[src/rtl/pwm_timer_pkg.sv]
package pwm_timer_pkg;
  typedef enum logic [1:0] {
    SEL_PSC  = 2'd0,
    SEL_ARR  = 2'd1,
    SEL_DUTY = 2'd2,
    SEL_NONE = 2'd3
  } reg_sel_e;
endpackage

[src/rtl/pwm_shadow_reg.sv]
module pwm_shadow_reg #(
  parameter int W          = 8,
  parameter bit ALWAYS_BUF = 1'b0
) (
  input  logic         clk,
  input  logic         rst_n,
  input  logic         wr_hit,
  input  logic         buf_en,
  input  logic         uev,
  input  logic [W-1:0] din,
  output logic [W-1:0] live_q
);
  logic [W-1:0] stage_q, stage_d, live_d;
  logic         staged;

  generate
    if (ALWAYS_BUF) begin : g_fixed
      assign staged = 1'b1;
    end else begin : g_select
      assign staged = buf_en;
    end
  endgenerate

  always_comb begin
    stage_d = wr_hit ? din : stage_q;
    live_d  = live_q;
    if (wr_hit && !staged) live_d = din;
    else if (uev)          live_d = stage_d;
  end

  always_ff @(posedge clk or negedge rst_n) begin
    if (!rst_n) begin
      stage_q <= '0;
      live_q  <= '0;
    end else begin
      stage_q <= stage_d;
      live_q  <= live_d;
    end
  end
endmodule

[src/rtl/pwm_prescaler.sv]
module pwm_prescaler #(
  parameter int W = 8
) (
  input  logic         clk,
  input  logic         rst_n,
  input  logic         run,
  input  logic         clear,
  input  logic [W-1:0] limit,
  output logic         tick
);
  logic [W-1:0] pc_q, pc_d;
  logic         at_end, pc_ce;

  assign at_end = (pc_q >= limit);
  assign tick   = run && !clear && at_end;
  assign pc_ce  = run || clear;

  always_comb begin
    if (clear)       pc_d = '0;
    else if (at_end) pc_d = '0;
    else             pc_d = pc_q + 1'b1;
  end

  always_ff @(posedge clk or negedge rst_n) begin
    if (!rst_n)     pc_q <= '0;
    else if (pc_ce) pc_q <= pc_d;
  end
endmodule

[src/rtl/pwm_counter.sv]
module pwm_counter #(
  parameter int W = 8
) (
  input  logic         clk,
  input  logic         rst_n,
  input  logic         clear,
  input  logic         step,
  input  logic [W-1:0] limit,
  output logic [W-1:0] cnt_q,
  output logic         ovf
);
  localparam logic [W-1:0] ALL_ONES = '1;
  logic [W-1:0] cnt_d;
  logic         cnt_ce;

  assign ovf    = step && ((cnt_q == limit) || (cnt_q == ALL_ONES));
  assign cnt_ce = step || clear;

  always_comb begin
    if (clear || ovf) cnt_d = '0;
    else              cnt_d = cnt_q + 1'b1;
  end

  always_ff @(posedge clk or negedge rst_n) begin
    if (!rst_n)      cnt_q <= '0;
    else if (cnt_ce) cnt_q <= cnt_d;
  end
endmodule

[src/rtl/pwm_preload_timer.sv]
module pwm_preload_timer
  import pwm_timer_pkg::*;
#(
  parameter int PSC_W = 8,
  parameter int CNT_W = 8,
  localparam int DATA_W = (PSC_W > CNT_W) ? PSC_W : CNT_W
) (
  input  logic              clk,
  input  logic              rst_n,
  input  logic              cnt_en,
  input  logic              period_buf,
  input  logic              duty_buf,
  input  logic              sw_update,
  input  logic              wr_en,
  input  logic [1:0]        wr_sel,
  input  logic [DATA_W-1:0] wr_data,
  output logic              pwm_out
);
  logic [PSC_W-1:0] psc_live;
  logic [CNT_W-1:0] arr_live, duty_live, cnt_q;
  logic             tick, ovf, uev;
  logic             hit_psc, hit_arr, hit_duty;

  assign hit_psc  = wr_en && (reg_sel_e'(wr_sel) == SEL_PSC);
  assign hit_arr  = wr_en && (reg_sel_e'(wr_sel) == SEL_ARR);
  assign hit_duty = wr_en && (reg_sel_e'(wr_sel) == SEL_DUTY);
  assign uev      = ovf || sw_update;

  pwm_shadow_reg #(.W(PSC_W), .ALWAYS_BUF(1'b1)) u_psc (
    .clk(clk), .rst_n(rst_n), .wr_hit(hit_psc), .buf_en(1'b1), .uev(uev),
    .din(wr_data[PSC_W-1:0]), .live_q(psc_live));

  pwm_shadow_reg #(.W(CNT_W), .ALWAYS_BUF(1'b0)) u_arr (
    .clk(clk), .rst_n(rst_n), .wr_hit(hit_arr), .buf_en(period_buf), .uev(uev),
    .din(wr_data[CNT_W-1:0]), .live_q(arr_live));

  pwm_shadow_reg #(.W(CNT_W), .ALWAYS_BUF(1'b0)) u_duty (
    .clk(clk), .rst_n(rst_n), .wr_hit(hit_duty), .buf_en(duty_buf), .uev(uev),
    .din(wr_data[CNT_W-1:0]), .live_q(duty_live));

  pwm_prescaler #(.W(PSC_W)) u_pre (
    .clk(clk), .rst_n(rst_n), .run(cnt_en), .clear(sw_update),
    .limit(psc_live), .tick(tick));

  pwm_counter #(.W(CNT_W)) u_cnt (
    .clk(clk), .rst_n(rst_n), .clear(sw_update), .step(tick),
    .limit(arr_live), .cnt_q(cnt_q), .ovf(ovf));

  assign pwm_out = cnt_en && (cnt_q < duty_live);
endmodule

[config.mk]
export PLATFORM = sky130hd
export DESIGN_NAME = pwm_preload_timer
export DESIGN_NICKNAME = d
export VERILOG_FILES = /design/src/rtl/pwm_timer_pkg.sv /design/src/rtl/pwm_shadow_reg.sv /design/src/rtl/pwm_prescaler.sv /design/src/rtl/pwm_counter.sv /design/src/rtl/pwm_preload_timer.sv
export SDC_FILE = /design/constraint.sdc
export NUM_CORES = 1
export LEC_CHECK = 0
export CORE_ASPECT_RATIO = 1.75
export CORE_MARGIN = 2
export CORE_UTILIZATION = 39
export DETAILED_ROUTE_END_ITERATION = 6
export PLACE_DENSITY = 0.58
export SLEW_MARGIN = 5
export SYNTH_ARGS = -nofsm -noshare
export SYNTH_HDL_FRONTEND = slang
export SYNTH_SLANG_ARGS = --single-unit
export TNS_END_PERCENT = 30
[constraint.sdc]
create_clock -name clk -period 3 [get_ports clk]
set_input_delay 0.9 -clock clk [delete_from_list [all_inputs] [get_ports clk]]
set_output_delay 0.9 -clock clk [all_outputs]
set_load 0.02 [all_outputs]
==> results of run 1 <==
-- state kept, by name (all words and copies together), names as in the netlist --
register and cells:
u_arr.live_q 8, u_cnt.cnt_q 8, u_psc.stage_q 8, u_duty.live_q 8, u_duty.stage_q 8, u_pre.pc_q 8, u_arr.stage_q 8, u_psc.live_q 8
-- timing repair --
action                     4_1_cts  5_1_grt
setup buffers                    0        0
setup endpoints to repair        1        1
gates resized for setup          2        1
gates cloned                     0        0
-- placed cells by master, fill, tap and decap left out, types with 3 or more instances in the layout --
cell,count
ha_1,17
clkdlybuf4s50_1,15
a21o_1,7
nand3_1,8
a22o_1,8
inv_1,17
clkbuf_16,9
dfrtp_1,64
nor2_1,9
a31oi_1,5
xnor2_1,3
a21oi_1,8
mux2_2,43
mux2_4,7
a211oi_1,3
nand2b_1,5
xor2_1,8
nand4_1,4
nand2_1,3
buf_4,19
-- where the power goes --
group	switching, mW	internal [mW]
combinational	0.332	0.385
sequential	0.122	1.08
clock	0.392	0.668
total	0.846	2.13
-- metal layers --
metal,up-vias,global-route usage,share of wire
met5,-,0,0
met3,19,0.0465,0.027
met1,1070,0.189,0.39
li1,989,-,-
met4,0,0.0908,0.034
met2,29,0.311,0.55
-- per-stage QoR --
stage	hold WS, ps	TNS, ps
final	490	0
after global routing	501	0
after CTS	492	0
after detailed placement	479	-1590
after global placement	473	-1600
after floorplan	467	0
-- logic make-up (layout without fill, tap and decap cells) --
| logic type | after synthesis | count (layout) | share of synthesized area |
|---|---|---|---|
| xor gates and xnor gates | 11 | 11 | 0.0303 |
| AOI/OAI and AO/OA | 43 | 43 | 0.110 |
| adders and majority gates | 17 | 17 | 0.0669 |
| and+or+nand+nor | 41 | 41 | 0.0744 |
| DFF | 64 | 64 | 0.504 |
| buffers and inverters | 22 | 71 | 0.0291 |
| muxes | 50 | 50 | 0.185 |
-- layout make-up --
cell class,instances,area [um^2]
Clock inverter,6,67.6
Multi-Input combinational cell,162,1490
Timing Repair Buffer,38,343
Tap cell,90,113
Fill cell,710,4000
Inverter,17,63.8
Sequential cell,64,1600
Clock buffer,10,239
-- worst max-delay path by stage --
stage               to  slack, ps  depth (start not counted)
2_1_floorplan  pwm_out        630                          5
3_3_place_gp   pwm_out       -280                          5
3_5_place_dp   pwm_out       -260                          5
4_1_cts        pwm_out          8                          7
5_1_grt        pwm_out         70                          7
6_report       pwm_out        160                          5
==> impl_results.md, run 1 <==
- Max clock buf depth: 2
- Initial antenna violation count: 0
- Post-DP HPWL: 5050 um
- Sequential cell area fraction in the yosys report: 0.504
- Post-synthesis cell count: 248
- CP Max Fanout: 2
- Placed cell area: 0.00361 mm^2
- Final slew viol count: 0
- Clock period minus worst slack: 2840 ps
- Number of remaining DRC errors: 0
- 1st-pass router iterations: 4
- FF-to-FF Start: u_pre.pc_q[0]$_DFFE_PN0P_
- Gr usage total: 0.176
- Top-area cell type share of the netlist area: 0.504
- Final Util: 0.495
- FFs w/ async S/R, synth: 1.00
- Final nets: 326
- Hold path startpoint: u_duty.stage_q[2]$_DFF_PN0_
- H-tree levels: 3
- Yosys cell types: 40
- P per Cell Area: 761 mW/mm^2
- Synth Register Bits: 64
- Top delay family on crit path: buffers and inverters
- Hold Path Sink: u_duty.stage_q[2]$_DFF_PN0_
- Setup WS pre-CTS: -255 ps
- Worst path buffer plus inverter count: 2
- Die width: 72.3 um
- Commonest cells post-synth: dfrtp_1, mux2_2, ha_1, inv_1, nor2_1
- Post-Layout Cell Count: 387
- Port bufs: 17
- CTS Root Buffer Type: clkbuf_16
- Avg Inst Size Synth: 12.8 um^2
- Die Ht: 123 um
- TritonCTS clock tree: built
- Setup CP Type: primary input to output pin
- Reg clk slew, reported paths: 60 ps
- Pin count of the biggest net entering global routing: 65
- Die Area: 0.00892 mm^2
- Setup Viol. Count Final: 0
- Total CTS buffers: 9
- DR vias: 2,107
- Fin worst setup slack: 164 ps
- Reg2Reg Setup Slack: 590 ps
- Post-Syn Area: 0.00318 mm^2
- Design Power: 2.98 mW
- DR WL/cell: 17.3 um
- Leak pwr: 1.81 nW
- Critical path's largest stage delay: 530 ps
- Count leader, synth: dfrtp_1
- Headroom to the max-slew limit: 0.463
- # clock sinks: 64
- Worst setup path start: cnt_en
- Initial Utilization: 0.402
- Antenna Diode Count: 0
- Worst-margin pin slew: 805 ps
- Endpoint class of the critical path: output pin
- Number of synthesis warnings: 0
- Area delta synth->final: 23.1%
- Vias in the first global route: 2,265
- Worst skew pair latency: 330 ps
- Post-Syn Nets: 282
- Final instance area: 0.00391 mm^2
- Fmax: 353 MHz
- Arr. time, crit path: 1940 ps
- WL final: 6700 um
- Unrepaired setup endpoints after global routing: false
- Hold Crit Class: flip-flop to flip-flop
- First-pass GRT wire length: 11,500 um
- Critical Path RT: 2100 ps
- Share of cells above drive strength 1: 0.330
- Ys flop type: dfrtp_1
- Routability cong.: 0.804
- DRT iter0 DRCs: 43
- Grt total ovfl: 0
- Critical path cell sequence: clkdlybuf4s50_1 -> nand2b_1 -> a21oi_1 -> o31a_1 -> clkbuf_2
- Final hold violations: 0
- Post-route clock period utilization: 0.945
- Number of max-cap violations: 0
- Worst reg2reg path depth: 8
- Final Skew: 4.97 ps
- Core area: 0.00791 mm^2
- Hold_buf cts: 0
- Status: finished clean
- Row count: 43
- Worst reg2reg path endpoint: u_duty.live_q[6]$_DFFE_PN0P_
- Peak VDD IR: 0.000532 V
- IO Pins: 18
- Top cells by area, synth: dfrtp_1, mux2_2, ha_1, mux2_4, a22o_1
- Post-Place Cells: 371
- Worst hold stages: 1
- Post-route ant nets: 0
- Area leader, netlist: dfrtp_1
- Crit path launch type: primary input
- Post-synth EDFFs: 0
- Worst path slowest cell: clkdlybuf4s50_1
- Vias/cell: 5.44
(Power assumes the default switching activity.)
==> inputs of run 2 (changes only) <==
- CORE_UTILIZATION: 39 -> 47
- CTS_BUF_LIST: not set -> sky130_fd_sc_hd__clkbuf_4 sky130_fd_sc_hd__clkbuf_8
- PLACE_DENSITY: 0.58 -> 0.67
==> run 2 against run 1 <==
Effect of this change: non-clock buffer count did not move; combinational power down 2%; clock power shrank 14%; clock-buffer cell count is 1 higher; maximum frequency up 0.17%; clock skew up 0.52 ps; sequential power about the same; hold slack better by 3.0 ps; routed wire length is 5.1% lower; die area is 16% lower; critical endpoint unchanged; largest power group unchanged.
==> impl_results.md, run 2 (same netlist as run 1, synthesis figures left out) <==
- Status: finished clean
- Leak pwr: 1.79 nW (-1.2%)
- Worst path slowest cell: dfrtp_1
- Pin count of the biggest net entering global routing: 65 (unchanged)
- Setup CP Type: flip-flop to output pin
- Hold Crit Class: flip-flop to flip-flop
- IO Pins: 18 (unchanged)
- Final Util: 0.586 (+0.0914)
- Vias/cell: 5.49 (+0.80%)
- Total CTS buffers: 9 (unchanged)
- Post-route ant nets: 0 (unchanged)
- Post-DP HPWL: 4800 um (-4.9%)
- Final Skew: 5.49 ps (+0.524 ps)
- CP Max Fanout: 2 (unchanged)
- Critical path's largest stage delay: 340 ps (-190 ps)
- Grt total ovfl: 0 (unchanged)
- Endpoint class of the critical path: output pin
- Worst hold stages: 1 (unchanged)
- Worst reg2reg path endpoint: u_duty.live_q[7]$_DFFE_PN0P_
- Most frequent cells in the layout: dfrtp_1, mux2_2, buf_4
- Gr usage total: 0.203 (+0.0269)
- CTS Root Buffer Type: clkbuf_8
- WL final: 6360 um (-5.1%)
- Unrepaired setup endpoints after global routing: false
- P per Cell Area: 734 mW/mm^2 (-3.6%)
- Hold Path Sink: u_arr.stage_q[3]$_DFF_PN0_
- Die Ht: 113 um (-8.6%)
- Post-CTS Setup Bufs: 0 (unchanged)
- Worst reg2reg path depth: 7 (-1)
- TritonCTS clock tree: built
- Die Area: 0.00746 mm^2 (-16%)
- FF-to-FF Start: u_pre.pc_q[7]$_DFFE_PN0P_
- CP dominant cell by count: a21o_1
- Port bufs: 17 (unchanged)
- Reg2Reg Setup Slack: 650 ps (+60 ps)
- Clock period minus worst slack: 2830 ps (-4.76 ps)
- Share of cells above drive strength 1: 0.330 (unchanged)
- Placed cell area: 0.00359 mm^2 (-0.62%)
- Post-route clock period utilization: 0.944 (-0.00159)
- Max clock buf depth: 2 (unchanged)
- DR vias: 2,080 (-1.3%)
- H-tree levels: 3 (unchanged)
- Arr. time, crit path: 1930 ps (about the same)
- Vias in the first global route: 2,272 (+0.31%)
- Routability cong.: 0.824 (+2.5%)
- Setup TNS: 0 ps (unchanged)
- Commonest non-fill, non-tap cell in the layout: dfrtp_1
- Hold_buf cts: 0 (unchanged)
- Hold path startpoint: u_arr.stage_q[3]$_DFF_PN0_
- First-pass GRT wire length: 11,000 um (-4.0%)
- Final nets: 326 (unchanged)
- Worst skew pair latency: 340 ps (about the same)
- Final slew viol count: 0 (unchanged)
- Die width: 66.2 um (-8.4%)
- Antenna Diode Count: 0 (unchanged)
- Critical path cell sequence: inv_1 -> ha_1 -> a21o_1 -> a21o_1 -> a211oi_1 -> o31a_1 -> clkbuf_2
- Final instance area: 0.00383 mm^2 (-2.0%)
- Area delta synth->final: 20.5%
- Fmax: 353 MHz (+0.17%)
- Final hold violations: 0 (unchanged)
- Number of max-cap violations: 0 (unchanged)
- Row count: 39 (-9.3%)
- Core area: 0.00654 mm^2 (-17%)
- Peak VDD IR: 0.000679 V (+28%)
- DRT iter0 DRCs: 56 (+30%)
- Headroom to the max-slew limit: 0.643 (+0.180)
- Crit path launch type: flip-flop
- DR WL/cell: 16.8 um (-3.1%)
- Initial Utilization: 0.486 (+0.0842)
- Setup Viol. Count Final: 0 (unchanged)
- # clock sinks: 64 (unchanged)
- Worst-margin pin slew: 530 ps (-275 ps)
- 1st-pass router iterations: 4 (unchanged)
- Reg clk slew, reported paths: 70 ps (about the same)
- Critical Path RT: 2100 ps (about the same)
- Design Power: 2.81 mW (-5.6%)
- Number of remaining DRC errors: 0 (unchanged)
- Initial antenna violation count: 0 (unchanged)
[run 2: final cells by class]
cell class,instances,area [um^2]
Fill cell,570,2710
Sequential cell,64,1600
Multi-Input combinational cell,162,1490
Timing Repair Buffer,38,330
Clock buffer,11,145
Clock inverter,5,104
Tap cell,82,103
Inverter,17,63.8
[run 2: where the power goes]
part           switching, mW  internal [mW]  leakage (nW)
clock                  0.327          0.584         0.127
sequential             0.118           1.08         0.788
combinational          0.325          0.381         0.877
total                  0.769           2.04          1.79
[run 2: routing by layer]
metal,part of all wire,wire [um],track usage,up-vias
li1,-,-,-,990
met1,0.39,2460,0.224,1039
met2,0.55,3480,0.343,32
met3,0.027,170,0.0577,19
met4,0.039,250,0.109,0
met5,0,0,0,-
[run 2: critical path, delay by kind of cell, from the launching register on]
kind                     cells  cell delay, ps
AO/OA/AOI/OAI                4             760
adder cells (fa/ha/maj)      1             280
buffers and inverters        2             200
flip-flops                   1             340
[run 2: per-stage QoR]
stage          hold WS [ps]  worst slack, ps  instances
2_1_floorplan           467              632        248
3_3_place_gp            475             -263        363
3_5_place_dp            482             -227        363
4_1_cts                 498            0.545        379
5_1_grt                 503             45.6        379
6_report                493              169        379
[run 2: how the worst max path moves through the flow]
stage	from	to	slack, ps
after floorplan	u_cnt.cnt_q[1]$_DFFE_PN0P_	pwm_out	630
after global placement	cnt_en	pwm_out	-260
after detailed placement	cnt_en	pwm_out	-230
after CTS	u_duty.live_q[1]$_DFFE_PN0P_	pwm_out	0.5
after global routing	u_duty.live_q[1]$_DFFE_PN0P_	pwm_out	50
final	u_duty.live_q[1]$_DFFE_PN0P_	pwm_out	170
[run 2: timing repair]
action / in CTS / in global routing
endpoints found under the hold margin: 0 / 0
pin swaps: 0 / 0
gates resized for setup: 2 / 1
gates cloned: 0 / 0
endpoints found under the setup margin: 1 / 1
